### src/rtl/wfq_pkg.sv
package wfq_pkg;
  // weight code: flow weight is 2**code
  typedef enum logic [1:0] {
    WGT_1 = 2'd0,
    WGT_2 = 2'd1,
    WGT_4 = 2'd2,
    WGT_8 = 2'd3
  } wgt_code_e;

  localparam int WGT_CODE_W = 2;
endpackage

### src/rtl/wfq_tag_fifo.sv
module wfq_tag_fifo #(
  parameter int WIDTH = 40,
  parameter int DEPTH = 8
) (
  input  logic             clk,
  input  logic             rst_n,
  input  logic             push,
  input  logic [WIDTH-1:0] push_data,
  input  logic             pop,
  output logic [WIDTH-1:0] head,
  output logic             empty,
  output logic             full
);
  localparam int AW = (DEPTH > 1) ? $clog2(DEPTH) : 1;
  localparam int CW = $clog2(DEPTH + 1);
  localparam logic [CW-1:0] CNT_MAX = CW'(DEPTH);
  localparam logic [AW-1:0] PTR_MAX = AW'(DEPTH - 1);

  logic [WIDTH-1:0] mem [DEPTH];
  logic [AW-1:0]    wr_ptr, rd_ptr;
  logic [CW-1:0]    count;

  assign empty = (count == '0);
  assign full  = (count == CNT_MAX);
  assign head  = mem[rd_ptr];

  always_ff @(posedge clk or negedge rst_n) begin
    if (!rst_n) begin
      wr_ptr <= '0;
      rd_ptr <= '0;
      count  <= '0;
    end else begin
      if (push) wr_ptr <= (wr_ptr == PTR_MAX) ? '0 : wr_ptr + 1'b1;
      if (pop)  rd_ptr <= (rd_ptr == PTR_MAX) ? '0 : rd_ptr + 1'b1;
      case ({push, pop})
        2'b10:   count <= count + 1'b1;
        2'b01:   count <= count - 1'b1;
        default: count <= count;
      endcase
    end
  end

  always_ff @(posedge clk) begin
    if (push) mem[wr_ptr] <= push_data;
  end

  // the parent never writes into a full FIFO
  p_no_push_full_r8: assert property (@(posedge clk) disable iff (!rst_n)
    push |-> !full);
  // entries only leave a FIFO that holds some
  p_no_pop_empty_r5: assert property (@(posedge clk) disable iff (!rst_n)
    pop |-> !empty);
endmodule

### src/rtl/wfq_min_select.sv
module wfq_min_select #(
  parameter int N    = 4,
  parameter int TAGW = 24,
  localparam int IW  = (N > 1) ? $clog2(N) : 1
) (
  input  logic            clk,
  input  logic            rst_n,
  input  logic [N-1:0]    valid,
  input  logic [N*TAGW-1:0] tags,
  output logic            any,
  output logic [IW-1:0]   idx
);
  logic [TAGW-1:0] best;

  // strict less-than keeps the lowest index on a tie
  always_comb begin
    any  = 1'b0;
    idx  = '0;
    best = '0;
    for (int i = 0; i < N; i++) begin
      if (valid[i] && (!any || tags[i*TAGW +: TAGW] < best)) begin
        any  = 1'b1;
        idx  = IW'(i);
        best = tags[i*TAGW +: TAGW];
      end
    end
  end

  // independent check of the chosen index against every candidate
  logic choice_ok;
  always_comb begin
    choice_ok = valid[idx];
    for (int i = 0; i < N; i++) begin
      if (valid[i]) begin
        if (tags[i*TAGW +: TAGW] < tags[idx*TAGW +: TAGW]) choice_ok = 1'b0;
        if (i < int'(idx) && tags[i*TAGW +: TAGW] == tags[idx*TAGW +: TAGW])
          choice_ok = 1'b0;
      end
    end
  end

  // smallest finish tag, lowest index on a tie
  p_min_tie_r7: assert property (@(posedge clk) disable iff (!rst_n)
    any |-> choice_ok);
  // something is offered whenever a head exists
  p_any_when_valid_r5: assert property (@(posedge clk) disable iff (!rst_n)
    (valid != '0) |-> any);
endmodule

### src/rtl/wfq_tag_sched.sv
module wfq_tag_sched #(
  parameter int NFLOW = 4,
  parameter int DEPTH = 8,
  parameter int TAGW  = 24,
  parameter int LENW  = 16,
  localparam int FW   = (NFLOW > 1) ? $clog2(NFLOW) : 1,
  localparam int WW   = wfq_pkg::WGT_CODE_W
) (
  input  logic                clk,
  input  logic                rst_n,
  input  logic                arr_valid,
  input  logic [FW-1:0]       arr_flow,
  input  logic [LENW-1:0]     arr_len,
  output logic                arr_drop,
  input  logic [NFLOW*WW-1:0] weight_sel,
  input  logic                deq_ready,
  output logic                deq_valid,
  output logic [FW-1:0]       deq_flow,
  output logic [LENW-1:0]     deq_len,
  output logic [TAGW-1:0]     deq_finish,
  output logic [TAGW-1:0]     round_num
);
  localparam int EW = LENW + TAGW;

  logic [NFLOW-1:0]      fifo_empty, fifo_full, push_v, pop_v;
  logic [EW-1:0]         head_e   [NFLOW];
  logic [NFLOW*TAGW-1:0] head_tags;
  logic [TAGW-1:0]       last_fin [NFLOW];
  logic [TAGW-1:0]       round_q;

  // ---- arrival tag computation ----
  wfq_pkg::wgt_code_e wcode;
  logic [LENW-1:0]    scaled_len;
  logic [TAGW-1:0]    start_tag, fin_tag;
  logic               accept, deq_fire;
  logic [FW-1:0]      sel;

  assign wcode      = wfq_pkg::wgt_code_e'(weight_sel[arr_flow*WW +: WW]);
  assign scaled_len = arr_len >> wcode;
  assign start_tag  = fifo_empty[arr_flow] ? round_q : last_fin[arr_flow];
  assign fin_tag    = start_tag + TAGW'(scaled_len);
  assign accept     = arr_valid && !fifo_full[arr_flow];
  assign arr_drop   = arr_valid && fifo_full[arr_flow];
  assign deq_fire   = deq_valid && deq_ready;

  always_ff @(posedge clk or negedge rst_n) begin
    if (!rst_n) begin
      for (int i = 0; i < NFLOW; i++) last_fin[i] <= '0;
      round_q <= '0;
    end else begin
      if (accept)   last_fin[arr_flow] <= fin_tag;
      if (deq_fire) round_q <= deq_finish;
    end
  end

  // ---- per-flow tag FIFOs ----
  for (genvar g = 0; g < NFLOW; g++) begin : g_flow
    assign push_v[g] = accept   && (arr_flow == FW'(g));
    assign pop_v[g]  = deq_fire && (sel == FW'(g));
    assign head_tags[g*TAGW +: TAGW] = head_e[g][TAGW-1:0];

    wfq_tag_fifo #(.WIDTH(EW), .DEPTH(DEPTH)) u_fifo (
      .clk       (clk),
      .rst_n     (rst_n),
      .push      (push_v[g]),
      .push_data ({arr_len, fin_tag}),
      .pop       (pop_v[g]),
      .head      (head_e[g]),
      .empty     (fifo_empty[g]),
      .full      (fifo_full[g])
    );
  end

  // ---- smallest finish tag selection ----
  wfq_min_select #(.N(NFLOW), .TAGW(TAGW)) u_sel (
    .clk   (clk),
    .rst_n (rst_n),
    .valid (~fifo_empty),
    .tags  (head_tags),
    .any   (deq_valid),
    .idx   (sel)
  );

  assign deq_flow   = sel;
  assign deq_finish = head_e[sel][TAGW-1:0];
  assign deq_len    = head_e[sel][EW-1:TAGW];
  assign round_num  = round_q;

  // the round number is monotone
  p_round_mono_r6: assert property (@(posedge clk) disable iff (!rst_n)
    1'b1 |=> round_q >= $past(round_q));
  // round moves only through a transfer (covers R10)
  p_round_hold_r10: assert property (@(posedge clk) disable iff (!rst_n)
    !deq_fire |=> $stable(round_q));
  // a new finish tag never lies behind the round
  p_tag_ahead_r2: assert property (@(posedge clk) disable iff (!rst_n)
    accept |-> fin_tag >= round_q);
  // a drop never coincides with a write into that flow
  p_drop_no_push_r8: assert property (@(posedge clk) disable iff (!rst_n)
    arr_drop |-> !push_v[arr_flow]);
endmodule

### config.mk
export PLATFORM = sky130hd
export DESIGN_NAME = wfq_tag_sched
export DESIGN_NICKNAME = d
export VERILOG_FILES = /design/src/rtl/wfq_pkg.sv /design/src/rtl/wfq_tag_fifo.sv /design/src/rtl/wfq_min_select.sv /design/src/rtl/wfq_tag_sched.sv
export SDC_FILE = /design/constraint.sdc
export NUM_CORES = 2
export LEC_CHECK = 0
export CELL_PAD_IN_SITES_DETAIL_PLACEMENT = 1
export CELL_PAD_IN_SITES_GLOBAL_PLACEMENT = 1
export CORE_MARGIN = 2
export CORE_UTILIZATION = 51
export CTS_BUF_LIST = sky130_fd_sc_hd__clkbuf_8
export CTS_CLUSTER_DIAMETER = 50
export DETAILED_ROUTE_END_ITERATION = 12
export PLACE_DENSITY = 0.79
export SLEW_MARGIN = 20
export SYNTH_ARGS = -nofsm -noshare
export SYNTH_HDL_FRONTEND = slang
export SYNTH_SLANG_ARGS = --single-unit
### constraint.sdc
create_clock -name clk -period 11.2 [get_ports clk]
set_clock_uncertainty 0.2 [all_clocks]
set_input_delay 2.24 -clock clk [delete_from_list [all_inputs] [get_ports clk]]
set_output_delay 2.24 -clock clk [all_outputs]
set_load 0.05 [all_outputs]
==> qor.txt <==
Initial DRC Count: 4599
post-synth top area share: 64.1%
Most common cell on crit path: a21o_1
Total Nets Final: 3747
Seq/Total Area, Yosys: 70.8%
Syn Nets: 3365
Num CTS Buffers: 212
crit path max fanout: 7
Area contributors post-synth: edfxtp_1 (64%), mux4_2 (13%), dfrtp_1 (6.7%)
synthesis warning total: 0
Syn Inst Count: 3217
initial core utilization: 51.5%
minimum clock period: 11.88 ns
Post-Route WL: 185 mm
crit start category: flop
failing checks: negative setup slack
clock root buffer: clkbuf_8
Final Slew Violations: 0
Worst-Margin Slew: 1.23 ns
Hold Path Class: flop to flop
synth unique cells: 66
largest area contributor in the netlist: edfxtp_1
Post-route DRC: 0
H-tree depth: 4
count of input and output buffers: 97
crit path DAT: 9.44 ns
die width: 347 µm
relative slew slack: 17.6%
Max Cap Violations: 0
GRT Total Usage: 29.5%
vias: 34973
Wirelength per Cell: 34.8 µm
Commonest cells post-synth: edfxtp_1 (1280), mux4_2 (347), nand2_1 (227)
largest net degree at the start of global routing: 96
status: finished, violations left
Sink Count: 1440
count leader, synth: edfxtp_1
row cnt: 125
Setup WS pre-CTS: -0.0398 ns
Synth-to-Final Area Change: 17.8%
I/O pins: 98
first-pass GRT wire length: 255 mm
vias in the first global route: 36626
CP max stage cell: mux4_2
worst skew pair latency: 0.94 ns
Post-synth EDFFs: 1280
final hold vios: 0
total global routing overflow: 0
Mapped Avg Cell Area: 18.6 µm²
Detail Placement HPWL: 103 mm
CP Capture Type: primary output
Final Wtd Congestion: 0.906
Crit Path Category: flop to primary output
synthesis-stage register bit count: 1440
max incr delay on CP: 0.54 ns
Hold WS: 0.281 ns
Most used DFF post-synth: edfxtp_1
CTS Hold Buffers Added: 0
Setup-failing EPs final: 42
period utilization: 106%
setup ws final: -0.677 ns
CTS tree: done
Routed Antenna Nets: 0
initial antenna violation count: 9
Clock transition at path regs: 0.07 ns
die span in y: 347 µm
fmax: 84.2 MHz
core area: 0.116 mm²
unrepaired setup endpoints after global routing: true
share of layout cells above drive strength 1: 34.1%
TNS Setup: -25.85 ns
First-pass DRT Iterations: 6
total die area: 0.120 mm²
Max Root-Sink Buffers: 3
via density per instance: 6.59
Post-synth ARST share: 11.1%
mapped cell area: 0.0600 mm²
Critical Path RT: 8.76 ns
worst max-delay path, delay by kind of cell (launching register included):
kind | cells | cell delay, ns
AO/OA/AOI/OAI | 18 | 3.95
adder cells (fa/ha/maj) | 3 | 0.72
AND/OR/NAND/NOR | 5 | 1.10
multiplexers | 3 | 1.13
buffers and inverters | 7 | 1.05
flip-flops | 1 | 0.50
stage by stage:
stage               instances  utilization (%)  area (µm²)
CTS                      5264             60.0       69800
global placement         4782             54.9       63900
global route             5307             60.7       70600
detailed placement       4782             54.9       63900
floorplan                3217                -       60100
finish                   5309             60.7       70600
per-layer routing:
layer | share of wire (%) | track usage, %
met3 | 9.6 | 5.77
met5 | 0.020 | 0
met1 | 36 | 38.0
met4 | 4.7 | 13.6
met2 | 50 | 48.7
timing repair:
action,4_1_cts,5_1_grt
gates cloned,14,2
pin swaps,41,63
resized for setup,198,107
setup buffers,73,45
endpoints found under the setup margin,42,42
cell families (layout without fill, tap and decap cells):
family | count (synthesis) | after routing | synth area share, %
fa+ha+maj | 118 | 118 | 2.52
simple gates | 441 | 441 | 3.44
flops | 1440 | 1440 | 70.8
compound gates | 362 | 366 | 3.63
xor+xnor | 37 | 37 | 0.540
other cells | 0 | 4 | 0
mux | 608 | 608 | 17.7
buf+inv | 211 | 771 | 1.36
state kept, by name, summed over array words and instances, names as in the netlist:
signal and cells:
g_flow.u_fifo.wr_ptr 12, round_num 24, g_flow.u_fifo.rd_ptr 12, g_flow.u_fifo.count 16
last_fin 96, g_flow.u_fifo.mem 1280
placed cells by master (no fill, tap or decap), types with 18 or more instances in the layout:
| cell | n |
|---|---|
| xnor2_1 | 18 |
| mux4_2 | 347 |
| clkbuf_8 | 226 |
| inv_1 | 105 |
| nor2_1 | 46 |
| clkdlybuf4s50_1 | 52 |
| a21oi_1 | 27 |
| clkinv_2 | 37 |
| dfrtp_1 | 148 |
| clkinv_1 | 47 |
| nand2_1 | 214 |
| ha_1 | 79 |
| buf_4 | 185 |
| o21a_1 | 26 |
| edfxtp_1 | 1280 |
| mux2_2 | 101 |
| xor2_1 | 19 |
| a211oi_1 | 34 |
| a21o_1 | 25 |
| buf_12 | 53 |
| mux2i_1 | 102 |
| o21ai_0 | 149 |
| nor2b_1 | 23 |
| ha_4 | 29 |
| nor3_4 | 19 |
| mux2_4 | 46 |
final timing paths:
kind	startpoint	to	slack [ns]	depth (start not counted)
worst max-delay path	g_flow[0].u_fifo.rd_ptr[0]	deq_finish[9]	-0.68	36
worst min-delay path	last_fin[49]	last_fin[49]	0.28	2
worst max register to register	g_flow[0].u_fifo.rd_ptr[0]	g_flow[3].u_fifo.count[3]	1.18	43
worst min register to register	last_fin[49]	last_fin[49]	0.28	2
max in group asynchronous	rst_n	g_flow[2].u_fifo.rd_ptr[0]	7.96	2
min in group asynchronous	rst_n	g_flow[3].u_fifo.wr_ptr[2]	1.25	1
area by class of cell:
| type | instances | area (µm²) |
|---|---|---|
| multi-input cells | 1570 | 18400 |
| well taps | 1524 | 1910 |
| flip-flops and latches | 1440 | 42500 |
| repair buffers | 330 | 3640 |
| inverters | 45 | 169 |
| clock buffers | 226 | 3110 |
| fillers | 10087 | 45700 |
| diodes | 4 | 10.0 |
| clock inverters | 170 | 950 |
Power is not shown: default switching activity piles up to over one toggle a cycle in this logic, so the estimate is an artifact.
